==> config.mk <==
export PLATFORM = sky130hd
export DESIGN_NAME = skb_top
export DESIGN_NICKNAME = d
export VERILOG_FILES = /design/src/rtl/skb_pkg.sv /design/src/rtl/skb_decode.sv /design/src/rtl/skb_lock.sv /design/src/rtl/skb_regs.sv /design/src/rtl/skb_top.sv
export SDC_FILE = /design/constraint.sdc
export NUM_CORES = 1
export LEC_CHECK = 0
export BUFFER_PORTS_ARGS = -buffer_cell sky130_fd_sc_hd__buf_2
export CORE_MARGIN = 2
export CORE_UTILIZATION = 53
export CTS_BUF_LIST = sky130_fd_sc_hd__clkbuf_16
export CTS_CLUSTER_DIAMETER = 150
export DETAILED_ROUTE_END_ITERATION = 10
export PLACE_DENSITY = 0.73
export SLEW_MARGIN = 20
export SYNTH_ARGS = -nofsm -noshare
export SYNTH_HDL_FRONTEND = slang
export SYNTH_SLANG_ARGS = --single-unit
==> constraint.sdc <==
create_clock -name clk -period 1.73 [get_ports clk]
set_input_delay 0.0865 -clock clk [delete_from_list [all_inputs] [get_ports clk]]
set_output_delay 0.0865 -clock clk [all_outputs]
set_load 0.05 [all_outputs]
==> src/rtl/skb_pkg.sv <==
package skb_pkg;

  typedef enum logic [2:0] {
    AC_NONE = 3'd0,
    AC_RW   = 3'd1,
    AC_FREE = 3'd2,
    AC_RO   = 3'd3,
    AC_WO   = 3'd4
  } acc_e;

  // word indices (byte offset / 4)
  localparam int W_SCRATCH = 'h000;
  localparam int W_LOCK    = 'h001;
  localparam int W_UNLOCK  = 'h002;
  localparam int W_LSTAT   = 'h003;
  localparam int W_PLLCTL  = 'h040;
  localparam int W_PLLSTA  = 'h043;
  localparam int W_CLKCTL  = 'h048;
  localparam int W_RSTCTL  = 'h080;
  localparam int W_BOOT    = 'h097;
  localparam int W_IDCODE  = 'h14C;
  localparam int W_PIN0    = 'h1C0;

  localparam int NUM_FIXED = 3;   // slots 0..2 are PLL ctrl, clock ctrl, reset ctrl
  localparam int SLOT_RST  = 2;

  localparam logic [15:0] KEY_LOCK   = 16'h767B;
  localparam logic [15:0] KEY_UNLOCK = 16'hDF0D;

  localparam logic [31:0] PLLSTA_VAL = 32'h0000_003F;
  localparam logic [31:0] BOOT_VAL   = 32'h0000_0001;

  function automatic logic key_ok(input logic [31:0] data, input logic [15:0] key);
    return data[15:0] == key;
  endfunction

  function automatic int slot_word(input int slot);
    case (slot)
      0:       return W_PLLCTL;
      1:       return W_CLKCTL;
      2:       return W_RSTCTL;
      default: return W_PIN0 + slot - NUM_FIXED;
    endcase
  endfunction

  function automatic logic [31:0] slot_rst(input int slot);
    case (slot)
      0:       return 32'h0001_A008;
      1:       return 32'h1F00_0400;
      2:       return 32'h0000_0000;
      default: return 32'h0000_1601;
    endcase
  endfunction

endpackage

==> src/rtl/skb_decode.sv <==
module skb_decode
  import skb_pkg::*;
#(
  parameter int WORD_W    = 10,
  parameter int PIN_WORDS = 8,
  localparam int NSLOT    = NUM_FIXED + PIN_WORDS
) (
  input  logic [WORD_W-1:0] word,
  output acc_e              cls,
  output logic [NSLOT-1:0]  slot_hit,
  output logic              hit_lock,
  output logic              hit_unlock
);

  for (genvar i = 0; i < NSLOT; i++) begin : g_hit
    assign slot_hit[i] = (int'(word) == slot_word(i));
  end

  assign hit_lock   = (int'(word) == W_LOCK);
  assign hit_unlock = (int'(word) == W_UNLOCK);

  always_comb begin
    if (|slot_hit)                      cls = AC_RW;
    else if (int'(word) == W_SCRATCH)   cls = AC_FREE;
    else if (hit_lock || hit_unlock)    cls = AC_WO;
    else if (int'(word) == W_LSTAT  || int'(word) == W_PLLSTA ||
             int'(word) == W_BOOT   || int'(word) == W_IDCODE)
                                        cls = AC_RO;
    else                                cls = AC_NONE;
  end

endmodule

==> src/rtl/skb_lock.sv <==
module skb_lock
  import skb_pkg::*;
(
  input  logic        clk,
  input  logic        rst_n,
  input  logic        lock_try,
  input  logic        unlock_try,
  input  logic [31:0] wdata,
  output logic        locked,
  output logic        lock_evt,
  output logic        unlock_evt
);

  assign lock_evt   = lock_try   && key_ok(wdata, KEY_LOCK);
  assign unlock_evt = unlock_try && key_ok(wdata, KEY_UNLOCK);

  always_ff @(posedge clk or negedge rst_n) begin
    if (!rst_n)          locked <= 1'b1;
    else if (lock_evt)   locked <= 1'b1;
    else if (unlock_evt) locked <= 1'b0;
  end

  AST_LOCK_SET: assert property (@(posedge clk) disable iff (!rst_n)
    (lock_try && wdata[15:0] == 16'h767B) |=> locked);
  AST_UNLOCK_CLR: assert property (@(posedge clk) disable iff (!rst_n)
    (unlock_try && wdata[15:0] == 16'hDF0D) |=> !locked);
  AST_LOCK_HOLD: assert property (@(posedge clk) disable iff (!rst_n)
    !(lock_try || unlock_try) |=> $stable(locked));

endmodule

==> src/rtl/skb_regs.sv <==
module skb_regs
  import skb_pkg::*;
#(
  parameter int PIN_WORDS = 8,
  localparam int NSLOT    = NUM_FIXED + PIN_WORDS
) (
  input  logic                   clk,
  input  logic                   rst_n,
  input  logic [NSLOT-1:0]       wr_en,
  input  logic                   scratch_we,
  input  logic [31:0]            wdata,
  output logic [NSLOT-1:0][31:0] slot_q,
  output logic                   scratch_q
);

  for (genvar i = 0; i < NSLOT; i++) begin : g_slot
    always_ff @(posedge clk or negedge rst_n) begin
      if (!rst_n)        slot_q[i] <= slot_rst(i);
      else if (wr_en[i]) slot_q[i] <= wdata;
    end
  end

  always_ff @(posedge clk or negedge rst_n) begin
    if (!rst_n)          scratch_q <= 1'b0;
    else if (scratch_we) scratch_q <= wdata[0];
  end

  AST_SCRATCH_BIT0: assert property (@(posedge clk) disable iff (!rst_n)
    scratch_we |=> (scratch_q == $past(wdata[0])));
  AST_ONE_SLOT: assert property (@(posedge clk) disable iff (!rst_n)
    $onehot0(wr_en));

endmodule

==> src/rtl/skb_top.sv <==
module skb_top
  import skb_pkg::*;
#(
  parameter int          ADDR_W    = 12,
  parameter int          PIN_WORDS = 8,
  parameter logic [31:0] ID_CODE   = 32'h00C0_FFEE,
  localparam int         WORD_W    = ADDR_W - 2,
  localparam int         NSLOT     = NUM_FIXED + PIN_WORDS
) (
  input  logic              clk,
  input  logic              rst_n,
  input  logic              req_valid,
  input  logic              req_write,
  input  logic [ADDR_W-1:0] req_addr,
  input  logic [31:0]       req_wdata,
  output logic              rsp_valid,
  output logic [31:0]       rsp_rdata,
  output logic              rsp_err,
  output logic              soft_reset_req
);

  logic [WORD_W-1:0]      word;
  acc_e                   cls;
  logic [NSLOT-1:0]       slot_hit;
  logic                   hit_lock, hit_unlock;
  logic                   locked, lock_evt, unlock_evt;
  logic [NSLOT-1:0][31:0] slot_q;
  logic                   scratch_q;

  // named internal events
  logic             wr, rd;
  logic             rw_commit, blocked_wr, bad_wr, bad_rd, err_evt, srst_evt;
  logic             scratch_we;
  logic [NSLOT-1:0] wr_en;
  logic [31:0]      rd_word;

  assign word = req_addr[ADDR_W-1:2];
  assign wr   = req_valid &&  req_write;
  assign rd   = req_valid && !req_write;

  skb_decode #(.WORD_W(WORD_W), .PIN_WORDS(PIN_WORDS)) u_dec (
    .word(word), .cls(cls), .slot_hit(slot_hit),
    .hit_lock(hit_lock), .hit_unlock(hit_unlock)
  );

  skb_lock u_lock (
    .clk(clk), .rst_n(rst_n),
    .lock_try(wr && hit_lock), .unlock_try(wr && hit_unlock),
    .wdata(req_wdata), .locked(locked),
    .lock_evt(lock_evt), .unlock_evt(unlock_evt)
  );

  assign rw_commit  = wr && cls == AC_RW && !locked;
  assign blocked_wr = wr && cls == AC_RW &&  locked;
  assign scratch_we = wr && cls == AC_FREE;
  assign bad_wr     = wr && (cls == AC_RO || cls == AC_NONE);
  assign bad_rd     = rd && (cls == AC_WO || cls == AC_NONE);
  assign err_evt    = bad_wr || bad_rd || blocked_wr;
  assign srst_evt   = rw_commit && slot_hit[SLOT_RST] && req_wdata[0];
  assign wr_en      = rw_commit ? slot_hit : '0;

  skb_regs #(.PIN_WORDS(PIN_WORDS)) u_regs (
    .clk(clk), .rst_n(rst_n), .wr_en(wr_en), .scratch_we(scratch_we),
    .wdata(req_wdata), .slot_q(slot_q), .scratch_q(scratch_q)
  );

  always_comb begin
    rd_word = '0;
    case (cls)
      AC_RW: begin
        for (int i = 0; i < NSLOT; i++)
          if (slot_hit[i]) rd_word = rd_word | slot_q[i];
      end
      AC_FREE: rd_word = {31'b0, scratch_q};
      AC_RO: begin
        if (int'(word) == W_LSTAT)       rd_word = {31'b0, locked};
        else if (int'(word) == W_PLLSTA) rd_word = PLLSTA_VAL;
        else if (int'(word) == W_BOOT)   rd_word = BOOT_VAL;
        else                             rd_word = ID_CODE;
      end
      default: rd_word = '0;
    endcase
  end

  always_ff @(posedge clk or negedge rst_n) begin
    if (!rst_n) begin
      rsp_valid      <= 1'b0;
      rsp_rdata      <= '0;
      rsp_err        <= 1'b0;
      soft_reset_req <= 1'b0;
    end else begin
      rsp_valid      <= req_valid;
      rsp_rdata      <= (rd && !bad_rd) ? rd_word : '0;
      rsp_err        <= err_evt;
      soft_reset_req <= srst_evt;
    end
  end

  AST_LOCKED_NO_COMMIT: assert property (@(posedge clk) disable iff (!rst_n)
    blocked_wr |=> $stable(slot_q));
  AST_BAD_WR_NO_CHANGE: assert property (@(posedge clk) disable iff (!rst_n)
    bad_wr |=> ($stable(slot_q) && $stable(scratch_q) && $stable(locked)));
  AST_SRST_UNLOCKED: assert property (@(posedge clk) disable iff (!rst_n)
    soft_reset_req |-> $past(!locked));
  AST_ERR_HAS_RSP: assert property (@(posedge clk) disable iff (!rst_n)
    rsp_err |-> rsp_valid);
  AST_IDLE_QUIET: assert property (@(posedge clk) disable iff (!rst_n)
    !req_valid |=> (!rsp_valid && !rsp_err && !soft_reset_req));

endmodule

# Word level (Yosys, flattened, before mapping)
# Index checks and enable logic that the tools add are counted.
# word_totals
regBits	389
inputBits	48
out_inout_bits	35
word_cells	113
# classes
eq_ne	23
muxes	33
bitwise_logic	10
reduce_logical	30
# op_table
operator	count
$mux 32	22
$or 32x32->32	10
$pmux 32 s3	1
$eq 10x10->1 const B	9
$mux 24	3
$eq 10x8->1 const B	3
$eq 10x3->1 const B	2
$eq 10x9->1 const B	2
$eq 16x15->1 const B	1
$eq 16x16->1 const B	1
$logic_and 1x1->1	15
$mux 11	1
$reduce_or 11->1	1
$eq 10x2->1 const B	1
$logic_not 10->1	1
$mux 3	3
$logic_or 1x1->1	8
$eq 3x2->1 const B	2
$eq 3x1->1 const B	1
$eq 3x3->1 const B	1
$logic_not 1->1	3
$logic_not 3->1	1
$mux 1	2
$mux 2	1
$reduce_bool 2->1	1

# Longest topological paths before layout
# logic_depth
ltp_word	41
ltp_mapped	9
ltp_nobuf	5

# Hierarchy
# From an unflattened synthesis, not the netlist that was laid out.
# unflattened
hier_cells	1187
area_unflattened_um2	17319.1
# by_module_without_submodules
module	n_inst	cells_per_inst	area_each_um2	seq_area_each_um2
skb_regs	1	782	13690.6	8886.0
skb_top	1	347	3213.1	875.8
skb_decode	1	44	275.3	0.0
skb_lock	1	14	140.1	26.3

# Worst setup path before layout
# OpenSTA, ideal clock, no wires.
# synth_timing
kind	input -> register
startpoint	in req_addr[8]
endpoint	reg u_regs.slot_q[208] in the netlist's numbering
setup_time_ps	125
t_arrival_ps	1829
required_time_ps	1605
path_slack_ps	-224
cell_stages	7
n_path_buf	3
cell_sequence	clkbuf_1 > nand4b_1 > nor3_1 > and3_1 > clkbuf_1 > buf_2 > mux2_2
# synth_between
elab_chain_len	12
elab_cells_between_ends	31
cone_classes	18 x eq/ne; 5 x mux; 8 x reduce/logical
# synth_lines
item	line	source
from (decl)	skb_top.sv:14	input logic [ADDR_W-1:0] req_addr,
$eq 10x3->1 or $eq 10x8->1 (tied branches)	skb_decode.sv:26	else if (int'(word) == W_LSTAT || int'(word) == W_PLLSTA ||
$logic_or 1x1->1 (2 in a row)	skb_decode.sv:26	
$logic_or 1x1->1	skb_decode.sv:27	int'(word) == W_BOOT || int'(word) == W_IDCODE)
$mux 2	skb_decode.sv:26	
$mux 3	skb_decode.sv:25	else if (hit_lock || hit_unlock) cls = AC_WO;
$mux 3	skb_decode.sv:24	else if (int'(word) == W_SCRATCH) cls = AC_FREE;
$mux 3	skb_decode.sv:23	if (|slot_hit) cls = AC_RW;
$eq 3x1->1	skb_top.sv:53	assign rw_commit = wr && cls == AC_RW && !locked;
$logic_and 1x1->1 (2 in a row)	skb_top.sv:53	
$mux 11 (*)	skb_top.sv:60	assign wr_en = rw_commit ? slot_hit : '0;
to (signal, indexed assignment)	skb_regs.sv:18	if (!rst_n) slot_q[i] <= slot_rst(i);
to (signal, indexed assignment)	skb_regs.sv:19	else if (wr_en[i]) slot_q[i] <= wdata;
to (decl)	skb_regs.sv:12	output logic [NSLOT-1:0][31:0] slot_q,
# Every way passes the cells marked *; elsewhere a longest branch is shown, timed or not.
# A chain may end at the register's enable or synchronous reset.

# Worst setup path after layout
# layout_timing
startpoint	in req_addr[11]
endpoint	reg rsp_rdata[19]
# layout_between
elab_chain_len	34
elab_cells_between_ends	71
cone_classes	21 x eq/ne; 29 x mux; 10 x bitwise; 11 x reduce/logical
# layout_lines
item	line	source
$eq 10x8->1	skb_decode.sv:16	assign slot_hit[i] = (int'(word) == slot_word(i));
$mux 32	skb_top.sv:72	if (slot_hit[i]) rd_word = rd_word | slot_q[i];
$mux 32	skb_top.sv:69	case (cls)
$or 32x32->32	skb_top.sv:72	
$mux 32	skb_top.sv:72	
$mux 32	skb_top.sv:69	
$or 32x32->32	skb_top.sv:72	
$mux 32	skb_top.sv:72	
(+18 left out)	n/a	
$mux 32	skb_top.sv:69	
$or 32x32->32	skb_top.sv:72	
$mux 32	skb_top.sv:72	
$mux 32	skb_top.sv:69	
$or 32x32->32	skb_top.sv:72	
$mux 32	skb_top.sv:72	
$pmux 32 s3	skb_top.sv:69	
$mux 32 (*)	skb_top.sv:93	rsp_rdata <= (rd && !bad_rd) ? rd_word : '0;
to (signal assigned)	skb_top.sv:93	
to (decl)	skb_top.sv:17	output logic [31:0] rsp_rdata,
# Every way passes the cells marked *; elsewhere a longest branch is shown, timed or not. The select of a mux whose other input is x is not followed.

==> impl_metrics.yaml <==
die:
  die_x_um: 184.6
  start_util_pct: 53.42
  die_area_mm2: 0.03409
  io_pins: 83
  core_mm2: 0.03237
  fp.dieH_um: 184.6
  row_count: 66
setup_path:
  r2r-start: "u_lock.locked$_DFFE_PN1P_"
  startpoint: "req_addr[11]"
  reg2reg_slack_ns: 0.04
  r2r_cells: 5
  crit_path_end_kind: "flip-flop"
  crit_type: "input pin to flip-flop"
  crit_path_end: "rsp_rdata[19]$_DFF_PN0_"
  crit_fanout: 14
  start_kind: "input pin"
  cp.arrival_ns: 2.09
  regToRegEndpoint: "u_regs.slot_q[249]$_DFFE_PN0P_"
  critPathRequiredTime_ns: 2.12
detailed_routing:
  detail-route-antenna-nets: 0
  vias: 12240
  first_iter_violations: 1110
  finalWirelength_um: 50120
  wl_per_cell_um: 25.58
  route.detailed.drc: 0
  vias_per_cell: 6.249
  firstDrtPassIters: 6
yosys:
  yosysTopAreaCell: "dfrtp_1"
  synth_flop_cell: "dfrtp_1"
  synth_edf_count: 0
  synth.area.top_cells: "dfrtp_1 (50%), mux2_2 (24%), dfstp_2 (6.5%), a22oi_1 (2.4%), clkbuf_1 (1.8%)"
  syn_inst: 1287
  ys_ff_latch: 389
  ys_types: 61
  synth_top_area_share_pct: 50.07
  syn-num-nets: 1335
  ys_seq_area_share_pct: 56.61
  synth_area_mm2: 0.01729
  async_flop_share_pct: 100.0
  synth.avg_cell_area_um2: 13.44
  synth_warnings: 0
placement:
  routabilityCongestion: 0.9136
  dpl_cell_area_mm2: 0.01953
  port_buffers: 80
  hpwl_um: 32790
sta:
  hold_viol: 0
  setup_viol: 0
  setup_tns_ns: 0
  rsz0062_at_grt: "yes"
  finClkSkew_ns: 0.007137
  tightest_slew_ns: 0.4595
  fin_crit_sh_pct: 98.10
  fin_crit_ns: 1.697
  worst_slew_margin_rel_pct: 69.27
  drv_slew: 0
  clock.fmax_ghz: 0.5893
cts:
  htree_num_levels: 2
  cts_tree: "done"
  cts.reportedPaths.clkPinSlew_ns: 0.06
  post_cts_buffers: 0
  cts_num_sinks: 389
  root_buffer: "clkbuf_16"
  cts_buffers: 42
  clock_latency_ns: 0.53
  cts_buffer_depth: 3
power:
  p_per_area_mw_per_mm2: 909.3
  leakage_nw: 10.30
  total_power_mw: 19.33
  peakVddDrop_v: 0.0007109
global_routing:
  grt_pass1_wl_um: 76540
  antenna_found_initial: 1
  grt_max_degree: 74
  grt_usage_pct: 30.25
  grt_pass1_vias: 12800
  gr-total-overflow: 0
finish:
  area_growth_pct: 22.91
  drive_gt1_share_pct: 49.84
  layout.nets: 1532
  n_antenna_cell: 0
  mostFrequentLayoutCells: "mux2_2 (365), dfrtp_1 (346), buf_4 (133)"
  design_area_mm2: 0.02125
  final_common_cell: "mux2_2"
min_path:
  hp-class: "input pin to flip-flop"
run_status:
  status: "finished clean"
job:
  cap_violations: 0
-- per-stage QoR --
stage          hold slack, ns  std cells  util [%]  worst slack (ns)
6_report             0.009160       1959     65.65           0.03295
4_1_cts             0.0002788       1959     65.62           0.03547
5_1_grt               0.03503       1959     65.65         -0.008373
3_5_place_dp          0.04593       1850     60.34           -0.4190
2_1_floorplan         -0.2091       1287         -          -0.07676
3_3_place_gp          0.04339       1850     60.34           -0.3830
-- power breakdown --
group / internal [mW] / switching [mW] / total (mW)
Combinational: 0.386 / 0.672 / 1.06
Sequential: 9.18 / 0.0365 / 9.22
Clock: 5.41 / 3.64 / 9.05
-- routing by layer --
| layer | up-vias | global-route usage [%] | wire [um] |
|---|---|---|---|
| li1 | 5193 | - | - |
| met1 | 6379 | 41.11 | 21070 |
| met2 | 506 | 47.95 | 23290 |
| met3 | 161 | 5.216 | 3451 |
| met4 | 2 | 13.52 | 2308 |
| met5 | - | 0 | 7 |
-- kinds of logic after synthesis --
group / Yosys count / synth area share [%]
adder cells (fa/ha/maj): 1 / 0.05789
buffers and inverters: 125 / 2.902
multiplexers: 405 / 26.71
flip-flops: 389 / 56.61
AO/OA/AOI/OAI: 217 / 8.951
AND/OR/NAND/NOR: 150 / 4.768
-- what timing repair did --
action,4_1_cts,5_1_grt
hold buffers,32,0
hold endpoints to repair,606,0
resized for setup,0,4
setup endpoints to repair,0,7
-- registers in the layout, summed over array words and instances, names as in the netlist --
register          count
rsp_err               1
u_lock.locked         1
rsp_rdata            32
u_regs.slot_q       352
rsp_valid             1
soft_reset_req        1
u_regs.scratch_q      1
-- synth_stat cells, drive strengths merged, types with 3 or more instances --
library cell / n
dfstp: 43
buf: 38
nand3b: 3
inv: 3
nor2b: 7
a31oi: 20
a32o: 3
and2: 3
a221oi: 13
a22o: 4
nor2: 19
mux2: 372
mux2i: 25
nand4: 3
dfrtp: 346
clkbuf: 84
nor3: 13
nand3: 13
a21oi: 34
nand2: 42
a22oi: 55
a222oi: 15
o21ai: 28
or4: 3
nor3b: 4
nor4b: 4
or3: 4
a32oi: 5
nand2b: 8
a221o: 4
nor4: 5
o22ai: 6
a211oi: 9
o31ai: 5
mux4: 8
o2bb2ai: 3
and3: 9
-- layout make-up --
cell class | count | area (um^2)
clock buffers | 43 | 1076
repair buffers | 275 | 2336
fillers | 2374 | 11120
well taps | 442 | 553.0
multi-input cells | 773 | 7174
flip-flops and latches | 389 | 9788
clock inverters | 34 | 314.1
inverters | 3 | 11.26
-- how the worst min path moves through the flow --
| stage | start | to | slack [ns] | cells after the start |
|---|---|---|---|---|
| 2_1_floorplan | rst_n | rsp_err$_DFF_PN0_ | -0.21 | 0 |
| 3_3_place_gp | rst_n | u_regs.slot_q[173]$_DFFE_PN0P_ | 0.04 | 1 |
| 3_5_place_dp | rst_n | u_regs.slot_q[173]$_DFFE_PN0P_ | 0.05 | 1 |
| 4_1_cts | req_wdata[15] | u_regs.slot_q[207]$_DFFE_PN0P_ | 0.0003 | 2 |
| 5_1_grt | req_wdata[5] | u_regs.slot_q[101]$_DFFE_PN0P_ | 0.04 | 2 |
| 6_report | req_wdata[3] | u_regs.slot_q[3]$_DFFE_PN1P_ | 0.009 | 2 |
-- worst max-delay path: stages --
cell and delay [ns]:
buf_2 0.11, or4_4 0.62, buf_4 0.18, nor3_4 0.22, a211o_1 0.26, nand2_2 0.10, buf_12 0.17, a31oi_1 0.34
No activity file was read; power rests on OpenSTA's default activity.
